$ cat src/rtl/rtc_cal_pkg.sv
package rtc_cal_pkg;

  localparam logic [7:0] OFF_TIME  = 8'h00;
  localparam logic [7:0] OFF_DATE  = 8'h04;
  localparam logic [7:0] OFF_STAT  = 8'h0C;
  localparam logic [7:0] OFF_PRESC = 8'h10;
  localparam logic [7:0] OFF_CTRL  = 8'h18;
  localparam logic [7:0] OFF_KEY   = 8'h24;

  localparam logic [7:0] KEY_FIRST  = 8'hCA;
  localparam logic [7:0] KEY_SECOND = 8'h53;

  localparam int PRE_W   = 7;
  localparam int SEC_W   = 15;
  localparam int PRE_LSB = 16;

  localparam int STAT_INIT  = 7;
  localparam int STAT_ACK   = 6;
  localparam int STAT_SYNC  = 5;
  localparam int STAT_YEAR  = 4;
  localparam int CTRL_FMT   = 6;

  typedef struct packed {
    logic [5:0] hour;
    logic [6:0] minute;
    logic [6:0] second;
  } calTime_t;

  typedef struct packed {
    logic [7:0] year;
    logic [2:0] wday;
    logic [4:0] month;
    logic [5:0] day;
  } calDate_t;

  typedef struct packed {
    logic        holdCount;
    logic        loadTime;
    logic        loadDate;
    logic        loadPresc;
    logic [31:0] wrData;
  } calStrobe_t;

  function automatic logic [31:0] timeToWord(calTime_t t);
    logic [31:0] w;
    w = '0;
    w[6:0]   = t.second;
    w[14:8]  = t.minute;
    w[21:16] = t.hour;
    return w;
  endfunction

  function automatic calTime_t wordToTime(logic [31:0] w);
    calTime_t t;
    t.second = w[6:0];
    t.minute = w[14:8];
    t.hour   = w[21:16];
    return t;
  endfunction

  function automatic logic [31:0] dateToWord(calDate_t d);
    logic [31:0] w;
    w = '0;
    w[5:0]   = d.day;
    w[12:8]  = d.month;
    w[15:13] = d.wday;
    w[23:16] = d.year;
    return w;
  endfunction

  function automatic calDate_t wordToDate(logic [31:0] w);
    calDate_t d;
    d.day   = w[5:0];
    d.month = w[12:8];
    d.wday  = w[15:13];
    d.year  = w[23:16];
    return d;
  endfunction

  function automatic logic [7:0] bcdStep(logic [7:0] v);
    if (v[3:0] >= 4'd9) return {v[7:4] + 4'd1, 4'd0};
    return v + 8'd1;
  endfunction

  function automatic logic isLeapBcd(logic [7:0] y);
    logic [6:0] bin;
    bin = 7'(y[7:4]) * 7'd10 + 7'(y[3:0]);
    return bin[1:0] == 2'b00;
  endfunction

  function automatic logic [5:0] monthLength(logic [4:0] m, logic [7:0] y);
    case (m)
      5'h02:                      return isLeapBcd(y) ? 6'h29 : 6'h28;
      5'h04, 5'h06, 5'h09, 5'h11: return 6'h30;
      default:                    return 6'h31;
    endcase
  endfunction

endpackage

$ cat src/rtl/rtc_cal_datapath.sv
module rtc_cal_datapath
  import rtc_cal_pkg::*;
#(
  parameter int PRE_RST = 127,
  parameter int SEC_RST = 255
) (
  input  logic        clk,
  input  logic        rstN,
  input  logic        rtcCkEn,
  input  calStrobe_t  strobe,
  output logic [31:0] timeWord,
  output logic [31:0] dateWord,
  output logic [31:0] prescWord,
  output logic        yearNonZero,
  output calTime_t    liveTime
);

  localparam logic [PRE_W-1:0] PRE_INIT = PRE_W'(PRE_RST);
  localparam logic [SEC_W-1:0] SEC_INIT = SEC_W'(SEC_RST);

  calDate_t liveDate;
  calTime_t shadowTime, nextTime;
  calDate_t shadowDate, nextDate;
  logic [PRE_W-1:0] preDiv, preCnt;
  logic [SEC_W-1:0] secDiv, secCnt;
  logic preWrap, secTick;
  logic secWrap, minWrap, hourWrap, dayWrap, monWrap;
  logic [5:0] dayMax;
  logic unusedWr;

  assign unusedWr = ^strobe.wrData;

  // Two-stage divider: first stage every RTC clock, second on first-stage wrap
  assign preWrap = rtcCkEn && !strobe.holdCount && (preCnt == preDiv);
  assign secTick = preWrap && (secCnt == secDiv);

  // Calendar next-state with cascaded carries
  always_comb begin
    nextTime = liveTime;
    nextDate = liveDate;
    dayMax   = monthLength(liveDate.month, liveDate.year);
    secWrap  = liveTime.second >= 7'h59;
    minWrap  = secWrap && (liveTime.minute >= 7'h59);
    hourWrap = minWrap && (liveTime.hour >= 6'h23);
    dayWrap  = hourWrap && (liveDate.day >= dayMax);
    monWrap  = dayWrap && (liveDate.month >= 5'h12);

    nextTime.second = secWrap ? 7'h00 : 7'(bcdStep({1'b0, liveTime.second}));
    if (secWrap)
      nextTime.minute = minWrap ? 7'h00 : 7'(bcdStep({1'b0, liveTime.minute}));
    if (minWrap)
      nextTime.hour = hourWrap ? 6'h00 : 6'(bcdStep({2'b0, liveTime.hour}));
    if (hourWrap) begin
      nextDate.day  = dayWrap ? 6'h01 : 6'(bcdStep({2'b0, liveDate.day}));
      nextDate.wday = (liveDate.wday >= 3'd7) ? 3'd1 : liveDate.wday + 3'd1;
    end
    if (dayWrap)
      nextDate.month = monWrap ? 5'h01 : 5'(bcdStep({3'b0, liveDate.month}));
    if (monWrap)
      nextDate.year = (liveDate.year >= 8'h99) ? 8'h00 : bcdStep(liveDate.year);
  end

  always_ff @(posedge clk) begin
    if (!rstN) begin
      preDiv     <= PRE_INIT;
      secDiv     <= SEC_INIT;
      preCnt     <= '0;
      secCnt     <= '0;
      liveTime   <= '0;
      liveDate   <= '0;
      shadowTime <= '0;
      shadowDate <= '0;
    end else begin
      if (strobe.loadPresc) begin
        preDiv <= strobe.wrData[PRE_LSB +: PRE_W];
        secDiv <= strobe.wrData[SEC_W-1:0];
      end

      if (strobe.holdCount) begin
        preCnt <= '0;
        secCnt <= '0;
      end else if (rtcCkEn) begin
        preCnt <= preWrap ? '0 : preCnt + 1'b1;
        if (preWrap) secCnt <= secTick ? '0 : secCnt + 1'b1;
      end

      if (strobe.loadTime)  liveTime <= wordToTime(strobe.wrData);
      else if (secTick)     liveTime <= nextTime;

      if (strobe.loadDate)  liveDate <= wordToDate(strobe.wrData);
      else if (secTick)     liveDate <= nextDate;

      if (rtcCkEn) begin
        shadowTime <= liveTime;
        shadowDate <= liveDate;
      end
    end
  end

  always_comb begin
    prescWord = '0;
    prescWord[SEC_W-1:0]         = secDiv;
    prescWord[PRE_LSB +: PRE_W]  = preDiv;
  end

  assign timeWord    = timeToWord(shadowTime);
  assign dateWord    = dateToWord(shadowDate);
  assign yearNonZero = liveDate.year != 8'h00;

endmodule

$ cat src/rtl/rtc_reg_ctrl.sv
module rtc_reg_ctrl
  import rtc_cal_pkg::*;
#(
  parameter int ADDR_W    = 6,
  parameter int RSF_EDGES = 2
) (
  input  logic              clk,
  input  logic              rstN,
  input  logic              rtcCkEn,
  input  logic [ADDR_W-1:0] busAddr,
  input  logic [31:0]       busWdata,
  input  logic              busWe,
  input  logic              busRe,
  input  logic [31:0]       timeWord,
  input  logic [31:0]       dateWord,
  input  logic [31:0]       prescWord,
  input  logic              yearNonZero,
  output calStrobe_t        strobe,
  output logic [31:0]       busRdata,
  output logic              initAck,
  output logic              keyOpen
);

  localparam int SYNC_W = (RSF_EDGES > 1) ? $clog2(RSF_EDGES) : 1;

  typedef enum logic [1:0] {KEY_SHUT, KEY_HALF, KEY_OPEN} keyState_t;

  keyState_t keyState;
  logic initReq, initF, syncFlag, fmtBit;
  logic [SYNC_W-1:0] syncCnt;
  logic hitTime, hitDate, hitStat, hitPresc, hitCtrl, hitKey;
  logic wrStat;

  always_comb begin
    hitTime  = busAddr == ADDR_W'(OFF_TIME);
    hitDate  = busAddr == ADDR_W'(OFF_DATE);
    hitStat  = busAddr == ADDR_W'(OFF_STAT);
    hitPresc = busAddr == ADDR_W'(OFF_PRESC);
    hitCtrl  = busAddr == ADDR_W'(OFF_CTRL);
    hitKey   = busAddr == ADDR_W'(OFF_KEY);
  end

  assign keyOpen = keyState == KEY_OPEN;
  assign initAck = initF;
  assign wrStat  = busWe && hitStat;

  // Key sequencer
  always_ff @(posedge clk) begin
    if (!rstN) keyState <= KEY_SHUT;
    else if (busWe && hitKey) begin
      if (busWdata[7:0] == KEY_FIRST)
        keyState <= KEY_HALF;
      else if (busWdata[7:0] == KEY_SECOND && keyState == KEY_HALF)
        keyState <= KEY_OPEN;
      else
        keyState <= KEY_SHUT;
    end
  end

  // Init request and acknowledge
  always_ff @(posedge clk) begin
    if (!rstN) begin
      initReq <= 1'b0;
      initF   <= 1'b0;
    end else if (wrStat && keyOpen) begin
      initReq <= busWdata[STAT_INIT];
      if (!busWdata[STAT_INIT])       initF <= 1'b0;
      else if (rtcCkEn && initReq)    initF <= 1'b1;
    end else if (rtcCkEn && initReq) begin
      initF <= 1'b1;
    end
  end

  // Shadow synchronisation flag
  always_ff @(posedge clk) begin
    if (!rstN) begin
      syncFlag <= 1'b0;
      syncCnt  <= '0;
    end else if (wrStat && !busWdata[STAT_SYNC]) begin
      syncFlag <= 1'b0;
      syncCnt  <= '0;
    end else if (rtcCkEn && !initReq && !syncFlag) begin
      if (syncCnt == SYNC_W'(RSF_EDGES - 1)) syncFlag <= 1'b1;
      else                                   syncCnt  <= syncCnt + 1'b1;
    end
  end

  always_ff @(posedge clk) begin
    if (!rstN) fmtBit <= 1'b0;
    else if (busWe && hitCtrl && keyOpen) fmtBit <= busWdata[CTRL_FMT];
  end

  always_comb begin
    strobe.holdCount = initReq;
    strobe.loadTime  = busWe && hitTime  && keyOpen && initF;
    strobe.loadDate  = busWe && hitDate  && keyOpen && initF;
    strobe.loadPresc = busWe && hitPresc && keyOpen && initF;
    strobe.wrData    = busWdata;
  end

  always_comb begin
    busRdata = '0;
    if (busRe) begin
      if (hitTime)  busRdata = timeWord;
      if (hitDate)  busRdata = dateWord;
      if (hitPresc) busRdata = prescWord;
      if (hitStat) begin
        busRdata[STAT_INIT] = initReq;
        busRdata[STAT_ACK]  = initF;
        busRdata[STAT_SYNC] = syncFlag;
        busRdata[STAT_YEAR] = yearNonZero;
      end
      if (hitCtrl)  busRdata[CTRL_FMT] = fmtBit;
    end
  end

endmodule

$ cat src/rtl/bcd_calendar_rtc.sv
module bcd_calendar_rtc
  import rtc_cal_pkg::*;
#(
  parameter int ADDR_W    = 6,
  parameter int PRE_RST   = 127,
  parameter int SEC_RST   = 255,
  parameter int RSF_EDGES = 2
) (
  input  logic              clk,
  input  logic              rstN,
  input  logic              rtcCkEn,
  input  logic [ADDR_W-1:0] busAddr,
  input  logic [31:0]       busWdata,
  input  logic              busWe,
  input  logic              busRe,
  output logic [31:0]       busRdata
);

  calStrobe_t  strobes;
  logic [31:0] timeWord, dateWord, prescWord;
  logic        yearNonZero, initAck, keyOpen;
  calTime_t    liveTime;

  rtc_reg_ctrl #(.ADDR_W(ADDR_W), .RSF_EDGES(RSF_EDGES)) u_ctrl (
    .clk(clk), .rstN(rstN), .rtcCkEn(rtcCkEn),
    .busAddr(busAddr), .busWdata(busWdata), .busWe(busWe), .busRe(busRe),
    .timeWord(timeWord), .dateWord(dateWord), .prescWord(prescWord),
    .yearNonZero(yearNonZero), .strobe(strobes), .busRdata(busRdata),
    .initAck(initAck), .keyOpen(keyOpen)
  );

  rtc_cal_datapath #(.PRE_RST(PRE_RST), .SEC_RST(SEC_RST)) u_dp (
    .clk(clk), .rstN(rstN), .rtcCkEn(rtcCkEn), .strobe(strobes),
    .timeWord(timeWord), .dateWord(dateWord), .prescWord(prescWord),
    .yearNonZero(yearNonZero), .liveTime(liveTime)
  );

endmodule

$ cat config.mk
export PLATFORM = sky130hd
export DESIGN_NAME = bcd_calendar_rtc
export DESIGN_NICKNAME = d
export VERILOG_FILES = /design/src/rtl/rtc_cal_pkg.sv /design/src/rtl/rtc_cal_datapath.sv /design/src/rtl/rtc_reg_ctrl.sv /design/src/rtl/bcd_calendar_rtc.sv
export SDC_FILE = /design/constraint.sdc
export NUM_CORES = 1
export LEC_CHECK = 0
export BUFFER_PORTS_ARGS = -buffer_cell sky130_fd_sc_hd__buf_2
export CAP_MARGIN = 40
export CORE_UTILIZATION = 60
export DETAILED_ROUTE_END_ITERATION = 12
export GPL_TIMING_DRIVEN = 0
export PLACE_DENSITY = 0.81
export SLEW_MARGIN = 20
export SYNTH_ARGS = -nofsm -noshare
export SYNTH_HDL_FRONTEND = slang
export SYNTH_SLANG_ARGS = --single-unit
$ cat constraint.sdc
create_clock -name clk -period 3.31 [get_ports clk]
set_input_delay 0.4965 -clock clk [delete_from_list [all_inputs] [get_ports clk]]
set_output_delay 0.4965 -clock clk [all_outputs]
set_load 0.02 [all_outputs]
# Word level (Yosys, flattened, before mapping)
# Cells that the tools add are included.
# op_classes
add_sub_neg,17
n_mul,1
magnitude_cmp,13
n_eq_ne,16
muxes,56
bitwise,1
reduce_logical,48
# ops
operator,n
$mux 24,3
$mux 22,3
$mux 7,8
$mux 6,8
$mux 20,2
$mux 8,4
$logic_and 1x1->1,25
$ge 4x4->1 const B,6
$add 7x1->7 const B,3
$mux 5,4
$mux 1,17
$add 15x1->15 const B,1
$eq 15x15->1,1
$mux 15,1
$ge 7x7->1 const B,2
$reduce_and 2->1,7
$reduce_bool 2->1,7
$add 6x1->6 const B,2
$eq 6x5->1 const B,2
$pmux 6 s2,1
$eq 5x3->1 const B,2
$add 3x1->3 const B,3
$add 8x1->8 const B,1
$eq 8x7->1 const B,1
31 further kinds,38
# word_totals
register_bits,135
input_bits,43
wordCells,176

# Logic depth before layout (Yosys ltp)
# Gate-level depths: netlist of run 1.
# depth
depth_word,14
ltp_mapped,13
ltp_nobuf,12

# Modules after synthesis
# From an unflattened synthesis of run 1, not the netlist that was laid out.
# hier_totals
hier_cells,985
area_unflattened_um2,8366.8
# modules_own_cells
mod,n_inst,cells_per_inst,area_each_um2,seq_area_each_um2
rtc_cal_datapath,1,797,6957.9,2562.5
rtc_reg_ctrl,1,188,1408.9,140.1

# Worst setup path after synthesis of run 1
# No wires, ideal clock.
# synth_path
kind,reg-to-reg
startpoint,register u_dp.liveDate[6] (netlist name)
endpoint,register u_dp.liveDate[17] (netlist name)
arrival_time_ns,2.664
t_required_ns,3.176
setup_slack_ns,0.512
path_stages_with_launch,14
n_path_buf,1
period_less_slack_ns,2.798
path_cell_list,dfxtp_1 > inv_1 > ha_1 > and3_1 > inv_1 > o32ai_1 > ha_1 > nor4b_1 > o211ai_1 > and4_1 > buf_4 > and4_4 > nor2_4 > o32ai_2
# synth_between
elab_chain_cells,8
elab_cells_between_ends,13
cone_classes,2 x order compare; 5 x eq/ne; 1 x mux; 5 x reduce/logical
# synth_rtl
item,line,rtl
"start, declared",rtc_cal_datapath.sv:21,calDate_t liveDate;
"start signal, assigned",rtc_cal_datapath.sv:90,if (strobe.loadDate) liveDate <= wordToDate(strobe.wrData);
"start signal, assigned",rtc_cal_datapath.sv:91,else if (secTick) liveDate <= nextDate;
"$eq 5x3->1, or another cell as far along",rtc_cal_pkg.sv:92,case (m)
$reduce_or 4->1,rtc_cal_pkg.sv:92,
$pmux 6 s2,rtc_cal_pkg.sv:92,
$ge 6x6->1,rtc_cal_datapath.sv:45,dayWrap = hourWrap && (liveDate.day >= dayMax);
$logic_and 1x1->1,rtc_cal_datapath.sv:45,
$logic_and 1x1->1 *,rtc_cal_datapath.sv:46,monWrap = dayWrap && (liveDate.month >= 5'h12);
$reduce_bool 2->1 (no line) *,--,
$reduce_and 2->1 (no line) *,--,
# Every way passes the cells marked *; elsewhere a longest branch is shown, timed or not.
# A chain may end at the register's enable or synchronous reset.

# Final worst setup path of run 1
# layout_path
startpoint,register u_dp.liveDate[6] (netlist name)
endpoint,register u_dp.liveDate[18] (netlist name)
# Same word-level chain as after synthesis.

==> results.sh, run 1 <==
export IMPL_status="finished, final reports clean"
export IMPL_cap_violations=0
export IMPL_route_detailed_drc=0
export IMPL_ioPinCount=75
export IMPL_grt_usage_pct=36.1
export IMPL_wl_per_cell_um=19.8
export IMPL_insertion_delay_ps=430
export IMPL_synth_top_area_share_pct=36.1
export IMPL_fin_nets=1047
export IMPL_grt_pass1_wl_mm=35.3
export IMPL_grt_max_degree=17
export IMPL_synth_adder_area_share_pct=6.01
export IMPL_dpl_cell_area_sq_um=8010
export IMPL_vias=7106
export IMPL_p_seq_share_pct=46.0
export IMPL_synthMuxAreaShare_pct=6.41
export IMPL_synth_top_flop_cell="dfxtp_1"
export IMPL_fin_crit_sh_pct=97.6
export IMPL_synth_xor_area_share_pct=5.26
export IMPL_synth_area_top_cells="dfxtp_1 36%, mux2i_1 6.4%, ha_1 6.0%"
export IMPL_path_clk_slew_ps=60
export IMPL_ys_async_sr_fraction_pct=0
export IMPL_finalWirelength_mm=22.7
export IMPL_cts_tree="built"
export IMPL_p_int_mw=2.74
export IMPL_cp_start_kind="flip-flop"
export IMPL_die_w_um=114
export IMPL_synth_avg_cell_area_sq_um=8.50
export IMPL_required_ps=3600
export IMPL_leakagePower_nw=3.42
export IMPL_cts_hold_buffers_added=0
export IMPL_start_util_pct=61.8
export IMPL_synth_most_common_cell="dfxtp_1"
export IMPL_synth_top_cell_by_area="dfxtp_1"
export IMPL_clockPowerShare_pct=48.9
export IMPL_post_route_cells_drive_above_1_share_pct=13.6
export IMPL_yosys_warnings=0
export IMPL_drtPass1Iterations=8
export IMPL_viasPerCell=6.20
export IMPL_synth_compound_area_share_pct=17.0
export IMPL_final_hold_violation_count=0
export IMPL_worstPathMaxFanout=7
export IMPL_cts_root_buf="clkbuf_16"
export IMPL_antenna_left=0
export IMPL_row_count=40
export IMPL_fmax_mhz=310
export IMPL_final_util_pct=71.0
export IMPL_htreeDepth=4
export IMPL_area_growth_pct=14.7
export IMPL_numCtsBuffers=17
export IMPL_synth_edf_count=0
export IMPL_synth_area_sq_um=7490
export IMPL_diodes=0
export IMPL_max_vdd_ir_drop_uv=313
export IMPL_grt_pass1_vias=6471
export IMPL_power_density_nw_per_um2=413
export IMPL_coreArea_sq_um=12100
export IMPL_antenna_found_initial=0
export IMPL_crit_type="reg -> reg"
export IMPL_synth_top_family_by_area="simple AND/OR/NAND/NOR gates"
export IMPL_port_buffers=56
export IMPL_p_sw_uw=814
export IMPL_die_area_sq_um=12900
export IMPL_gp_congestion=0.976
export IMPL_synth_cell_type_count=76
export IMPL_synth_seq_cells=135
export IMPL_clockBufferDepth=2
export IMPL_cp_arrival_ps=3520
export IMPL_clock_skew_ps=7.85
export IMPL_yosys_area_share_simple_pct=23.9
export IMPL_max_slew_margin_pct=39.7
export IMPL_fin_crit_ps=3230
export IMPL_syn_inst=881
export IMPL_ys_seq_area_share_pct=36.1
export IMPL_tightestPinTransition_ps=904
export IMPL_final_area_sq_um=8590
export IMPL_maxSlewViolCount=0
export IMPL_setup_viol=0
export IMPL_dp_hpwl_mm=16.7
export IMPL_numClockSinks=135
export IMPL_endpoint_kind="flip-flop"
export IMPL_gr_total_overflow=0
export IMPL_share_comb_of_total_power_pct=5.1
export IMPL_die_h_um=114
export IMPL_hp_class="in -> reg"
export IMPL_sw_frac_of_total_pct=22.9
export IMPL_ys_top_cells_by_count="135 x dfxtp_1, 108 x nor2_1, 107 x nand2_1"
export IMPL_drtIter0Drc=1002
flip-flops by register name, summed over array words and instances (netlist names):
name	count
u_dp.secDiv	15
u_ctrl.keyState	2
u_ctrl.initAck	1
u_dp.preDiv	7
u_ctrl.fmtBit	1
u_ctrl.syncCnt	1
u_ctrl.syncFlag	1
u_dp.timeWord	20
u_dp.preCnt	7
u_dp.liveTime	20
u_dp.dateWord	22
u_dp.liveDate	22
u_dp.secCnt	15
u_ctrl.initReq	1
worst max-delay path, stage by stage, from the launching register on:
cell and delay [ps]:
dfxtp_2 370, inv_2 110, ha_1 200, and3_1 220
inv_1 110, o32ai_4 310, ha_1 290, nor4b_2 240
o211ai_1 220, and4_1 260, buf_4 170, and4_4 210
nor2_4 250, o32ai_2 130
through the flow:
| step | std cells | TNS (ps) | setup slack (ps) | hold WS, ps | total power [mW] |
|---|---|---|---|---|---|
| floorplan | 888 | 0 | 512 | 441 | 1.76 |
| global placement | 1112 | -2440 | -219 | 461 | 1.84 |
| detailed placement | 1112 | -4090 | -334 | 473 | 1.84 |
| CTS | 1144 | 0 | 4.98 | 348 | 3.54 |
| global route | 1146 | -173 | -29.0 | 373 | 3.64 |
| finish | 1146 | 0 | 80.3 | 363 | 3.55 |
cells by family (layout without fill, tap and decap cells):
| logic type | after synthesis | count (layout) |
|---|---|---|
| muxes | 48 | 48 |
| other | 1 | 8 |
| and+or+nand+nor | 362 | 362 |
| DFF | 135 | 135 |
| xor gates and xnor gates | 45 | 45 |
| buffers and inverters | 90 | 180 |
| adders and majority gates | 36 | 36 |
| AOI/OAI and AO/OA | 164 | 164 |
layout by cell type, fill, tap and decap left out, types with 4 or more instances in the layout:
master / synthesis / layout
and2_1: 6 / 6
o21ai_1: 7 / 7
buf_2: 7 / 63
conb_1: 1 / 8
clkbuf_16: 0 / 17
nand4_1: 15 / 15
o211ai_1: 5 / 5
and3_1: 6 / 6
nor2_1: 108 / 108
a21oi_1: 35 / 35
nor3_1: 21 / 21
buf_1: 5 / 5
a222oi_1: 15 / 15
o31ai_1: 4 / 4
ha_1: 36 / 36
clkinv_2: 0 / 4
mux2i_1: 48 / 48
nor2b_1: 17 / 17
and4_1: 5 / 5
o21ai_0: 16 / 16
xor2_1: 36 / 36
a21boi_1: 5 / 5
a221oi_1: 8 / 8
nor4_1: 6 / 6
dfxtp_1: 135 / 133
clkbuf_1: 35 / 40
nand4b_1: 5 / 5
a31oi_1: 14 / 14
buf_4: 11 / 16
xnor2_1: 9 / 9
a32oi_1: 7 / 7
nand3_1: 39 / 39
a211oi_1: 9 / 9
a311oi_1: 4 / 4
nand2_1: 107 / 107
inv_1: 30 / 29
final timing paths:
path              cells past startpoint  slack [ps]                end             start
setup reg to reg                     13          80  u_dp.liveDate[18]  u_dp.liveDate[6]
hold / removal                        3         360     u_dp.secDiv[6]       busWdata[6]
setup / recovery                     13          80  u_dp.liveDate[18]  u_dp.liveDate[6]
hold reg to reg                       2         490     u_ctrl.syncCnt    u_ctrl.syncCnt
layout make-up:
| type | instances | area, sq um |
|---|---|---|
| clock inverter | 5 | 50.0 |
| timing repair buffer | 61 | 318 |
| multi-input combinational | 663 | 4440 |
| fill | 991 | 3520 |
| clock buffer | 24 | 472 |
| buffer | 59 | 279 |
| sequential | 135 | 2710 |
| tap | 168 | 210 |
| inverter | 31 | 116 |
power by group through the flow:
stage                     Combinational, mW  Sequential [mW]  Clock (mW)
after CTS                             0.174             1.64        1.73
final                                 0.180             1.64        1.74
after detailed placement              0.173             1.67           0
after global routing                  0.187             1.63        1.82
after floorplan                      0.0957             1.67           0
after global placement                0.172             1.67           0
per-layer routing:
metal	part of all wire (%)	track usage [%]	up-vias
met5	0	0	-
met4	3.3	14.3	0
met3	11	8.66	80
met2	44	55.8	451
met1	41	48.5	3251
li1	-	-	3324
what timing repair did:
item                       4_1_cts  5_1_grt
resized for setup                4        2
buffers inserted                 3        2
setup endpoints to repair       17       14
pin swaps                        3        4
Power figures use the tool's default switching activity.
==> run 2: changes to the inputs <==
CORE_UTILIZATION = 40   (was 60)
PLACE_DENSITY = default   (was 0.81)
==> results.sh, run 2 (synthesis results as in run 1) <==
export IMPL_crit_path_cell_trace="inv_2 -> ha_2 -> and3_1 -> inv_1 -> o32ai_2 -> ha_1 -> nor4b_2 -> o211ai_1 -> and4_1 -> buf_4 -> a21oi_4 -> a32oi_1 -> o32ai_1"
export IMPL_dpl_cell_area_sq_um=8090
export IMPL_layout_common_cells="133 x dfxtp_1, 108 x nor2_1, 107 x nand2_1"
export IMPL_hp_class="in -> reg"
export IMPL_cp_arrival_ps=3480
export IMPL_min_from="busWdata[7]"
export IMPL_tightestPinTransition_ps=911
export IMPL_viasPerCell=5.69
export IMPL_row_count=49
export IMPL_power_density_nw_per_um2=434
export IMPL_clock_skew_ps=8.28
export IMPL_numClockSinks=135
export IMPL_status="finished with violations"
export IMPL_gp_congestion=0.879
export IMPL_grt_pass1_wl_mm=37.2
export IMPL_grt_pass1_vias=6306
export IMPL_worstPathMaxFanout=7
export IMPL_holdWs_ps=354
export IMPL_dp_hpwl_mm=18.2
export IMPL_vias=6901
export IMPL_fin_nets=1049
export IMPL_port_buffers=56
export IMPL_r2r_start="u_dp.liveDate[6]"
export IMPL_wl_per_cell_um=19.8
export IMPL_crit_type="reg -> reg"
export IMPL_die_area_sq_um=19300
export IMPL_finalSetupTns_ps=0
export IMPL_start_util_pct=41.3
export IMPL_clockBufferDepth=2
export IMPL_cap_violations=0
export IMPL_setup_viol=0
export IMPL_fin_crit_ps=3140
export IMPL_fin_crit_sh_pct=94.7
export IMPL_gr_total_overflow=0
export IMPL_endpoint_kind="flip-flop"
export IMPL_cts_tree="built"
export IMPL_max_slew_margin_pct=39.3
export IMPL_post_route_cells_drive_above_1_share_pct=14.8
export IMPL_path_clk_slew_ps=60
export IMPL_fillCellCount=1782
export IMPL_antenna_found_initial=0
export IMPL_antenna_left=0
export IMPL_grt_max_degree=17
export IMPL_cp_start_kind="flip-flop"
export IMPL_required_ps=3650
export IMPL_coreArea_sq_um=18100
export IMPL_startpoint="u_dp.liveDate[6]"
export IMPL_insertion_delay_ps=430
export IMPL_maxSlewViolCount=0
export IMPL_die_h_um=139
export IMPL_final_seq_area_sq_um=2710
export IMPL_final_area_sq_um=8790
export IMPL_drtIter0Drc=625
export IMPL_final_common_cell="dfxtp_1"
export IMPL_numCtsBuffers=17
export IMPL_critPathSlowestCell="dfxtp_2"
export IMPL_die_w_um=139
export IMPL_htreeDepth=4
export IMPL_max_vdd_ir_drop_uv=348
export IMPL_area_growth_pct=17.4
export IMPL_max_stage_delay_ps=370
export IMPL_grt_usage_pct=25.5
export IMPL_finalWirelength_mm=24.0
export IMPL_final_hold_violation_count=0
export IMPL_fmax_mhz=319
export IMPL_multiInputGateArea_sq_um=4430
export IMPL_diodes=0
export IMPL_leakagePower_nw=3.48
export IMPL_route_detailed_drc=10
export IMPL_violations="DRC"
export IMPL_cts_root_buf="clkbuf_16"
export IMPL_drtPass1Iterations=10
export IMPL_ioPinCount=75
## run 2: layout make-up
cell class	instances	share of cell area, %
plain buffers	58	3.14
well taps	229	3.26
flip-flops and latches	135	30.8
repair buffers	64	4.06
inverters	31	1.32
clock inverters	11	1.68
multi-input cells	663	50.4
clock buffers	21	5.35
## run 2: critical path: cells and delay by family (launching register included)
family / cells / cell delay [ps]
flip-flops: 1 / 370
adder cells (fa/ha/maj): 2 / 500
AO/OA/AOI/OAI: 5 / 1140
buffers and inverters: 3 / 370
AND/OR/NAND/NOR: 3 / 650
## run 2: final timing paths
kind                           end  slack (ps)  cells after the start
setup / recovery  u_dp.liveDate[8]         170                     13
hold / removal      u_dp.secDiv[7]         350                      3
setup reg to reg  u_dp.liveDate[8]         170                     13
hold reg to reg     u_ctrl.syncCnt         480                      2
## run 2: through the flow
step | std cells | setup slack, ps | utilization [%] | total power [mW]
2_1_floorplan | 888 | 512 | - | 1.76
5_1_grt | 1212 | -2.99 | 48.5 | 3.91
3_5_place_dp | 1174 | -245 | 44.6 | 1.85
3_3_place_gp | 1173 | -266 | 44.5 | 1.85
6_report | 1212 | 174 | 48.5 | 3.81
4_1_cts | 1209 | 6.54 | 48.2 | 3.83
## run 2: per-layer routing
layer	GRT usage [%]	vias to the layer above	wire (um)
li1	-	3334	-
met1	35.5	3252	11000
met2	39.5	270	10700
met3	5.15	45	1820
met4	7.84	0	431
met5	0	-	0
## run 2: where the power goes
part	switching (mW)	total [mW]	internal, mW
Combinational	0.128	0.185	0.0565
Clock	0.749	1.99	1.24
Sequential	0.00467	1.63	1.63
## run 2: timing repair
| item | 4_1_cts | 5_1_grt |
|---|---|---|
| endpoints found under the setup margin | 16 | 17 |
| gates resized for setup | 1 | 7 |
| hold buffers | 0 | 0 |
| gates cloned | 0 | 0 |
| pin swaps | 3 | 4 |
| setup buffers | 3 | 4 |
==> run 3: changes to the inputs <==
CORE_ASPECT_RATIO = 1.2   (was default)
==> results.sh, run 3 (synthesis results as in run 1) <==
export IMPL_max_stage_delay_ps=370
export IMPL_path_clk_slew_ps=60
export IMPL_dpl_cell_area_sq_um=8090
export IMPL_final_hold_violation_count=0
export IMPL_post_route_cells_drive_above_1_share_pct=14.6
export IMPL_crit_path_cell_trace="inv_2 -> ha_1 -> and3_4 -> inv_1 -> o32ai_4 -> ha_1 -> nor4b_2 -> o211ai_1 -> and4_1 -> buf_4 -> a21oi_4 -> a32oi_1 -> o32ai_1"
export IMPL_cap_violations=0
export IMPL_final_util_pct=48.3
export IMPL_antenna_left=0
export IMPL_antenna_found_initial=0
export IMPL_grt_pass1_vias=6506
export IMPL_power_density_nw_per_um2=439
export IMPL_setup_viol=0
export IMPL_htreeDepth=4
export IMPL_clock_skew_ps=11.8
export IMPL_cts_root_buf="clkbuf_16"
export IMPL_drtIter0Drc=550
export IMPL_maxSlewViolCount=0
export IMPL_die_h_um=152
export IMPL_leakagePower_nw=3.49
export IMPL_numCtsBuffers=17
export IMPL_port_buffers=56
export IMPL_grt_pass1_wl_mm=37.3
export IMPL_clockBufferDepth=2
export IMPL_cts_tree="built"
export IMPL_die_area_sq_um=19300
export IMPL_fillCellCount=1820
export IMPL_gr_total_overflow=0
export IMPL_worstPathMaxFanout=7
export IMPL_coreArea_sq_um=18200
export IMPL_route_detailed_drc=0
export IMPL_gp_congestion=0.909
export IMPL_numClockSinks=135
export IMPL_cp_arrival_ps=3490
export IMPL_final_area_sq_um=8800
export IMPL_area_growth_pct=17.5
export IMPL_insertion_delay_ps=430
export IMPL_holdWs_ps=356
export IMPL_grt_usage_pct=25.5
export IMPL_cp_common_cell="ha_1"
export IMPL_endpoint_kind="flip-flop"
export IMPL_fin_crit_ps=3150
export IMPL_power_mw=3.87
export IMPL_dp_hpwl_mm=18.5
export IMPL_vias=6829
export IMPL_max_vdd_ir_drop_uv=367
export IMPL_wl_per_cell_um=19.9
export IMPL_fmax_mhz=318
export IMPL_viasPerCell=5.67
export IMPL_critPathSlowestCell="dfxtp_2"
export IMPL_grt_max_degree=17
export IMPL_required_ps=3650
export IMPL_start_util_pct=41.1
export IMPL_max_slew_margin_pct=41.4
export IMPL_ioPinCount=75
export IMPL_fin_nets=1046
export IMPL_crit_type="reg -> reg"
export IMPL_diodes=0
export IMPL_die_w_um=127
export IMPL_finalSetupTns_ps=0
export IMPL_fin_crit_sh_pct=95.1
export IMPL_final_seq_area_sq_um=2710
export IMPL_row_count=54
export IMPL_tightestPinTransition_ps=879
export IMPL_finalWirelength_mm=23.9
export IMPL_min_delay_path_depth=3
export IMPL_status="finished, final reports clean"
export IMPL_final_common_cell="dfxtp_1"
export IMPL_multiInputGateArea_sq_um=4460
export IMPL_hp_class="in -> reg"
export IMPL_layout_common_cells="133 x dfxtp_1, 108 x nor2_1, 107 x nand2_1"
export IMPL_drtPass1Iterations=5
export IMPL_rr_worst_depth=13
export IMPL_cp_start_kind="flip-flop"
## run 3: cell type report
type	instances	share of cell area (%)
tap	224	3.18
clock buffer	23	5.54
inverter	31	1.32
sequential	135	30.7
buffer	58	3.14
timing repair buffer	61	3.79
multi-input combinational	663	50.6
clock inverter	9	1.65
## run 3: worst max-delay path, delay by kind of cell, from the launching register on
family | cells | cell delay (ps)
AOI/OAI and AO/OA | 5 | 1120
adders and majority gates | 2 | 490
buffers and inverters | 3 | 370
DFF | 1 | 370
and+or+nand+nor | 3 | 690
## run 3: layer usage
layer | share of wire, % | routed length (um) | global-route usage, % | vias up
li1 | - | - | - | 3319
met1 | 44 | 10500 | 31.8 | 3238
met2 | 48 | 11400 | 43.1 | 221
met3 | 5.0 | 1200 | 3.84 | 51
met4 | 3.4 | 822 | 11.9 | 0
met5 | 0 | 0 | 0 | -
## run 3: per-stage QoR
| stage | cells | setup slack, ps |
|---|---|---|
| after global placement | 1168 | -320 |
| after CTS | 1204 | 2.04 |
| final | 1204 | 164 |
| after floorplan | 888 | 512 |
| after detailed placement | 1169 | -350 |
| after global routing | 1204 | -1.37 |
## run 3: power breakdown
| part | switching [mW] | internal, mW |
|---|---|---|
| sequential | 0.00490 | 1.63 |
| combinational | 0.126 | 0.0566 |
| clock | 0.716 | 1.33 |
| total | 0.846 | 3.02 |
## run 3: worst paths after layout
check | startpoint | end | slack [ps]
max | u_dp.liveDate[6] | u_dp.liveDate[8] | 160
min | busWdata[16] | u_dp.preDiv[0] | 360
max reg2reg | u_dp.liveDate[6] | u_dp.liveDate[8] | 160
min reg2reg | u_ctrl.syncCnt | u_ctrl.syncCnt | 470
## run 3: repair_timing
action	4_1_cts	5_1_grt
resized for setup	1	10
endpoints found under the hold margin	0	0
hold buffers	0	0
pin swaps	3	1
buffers inserted	3	1
setup endpoints to repair	17	18
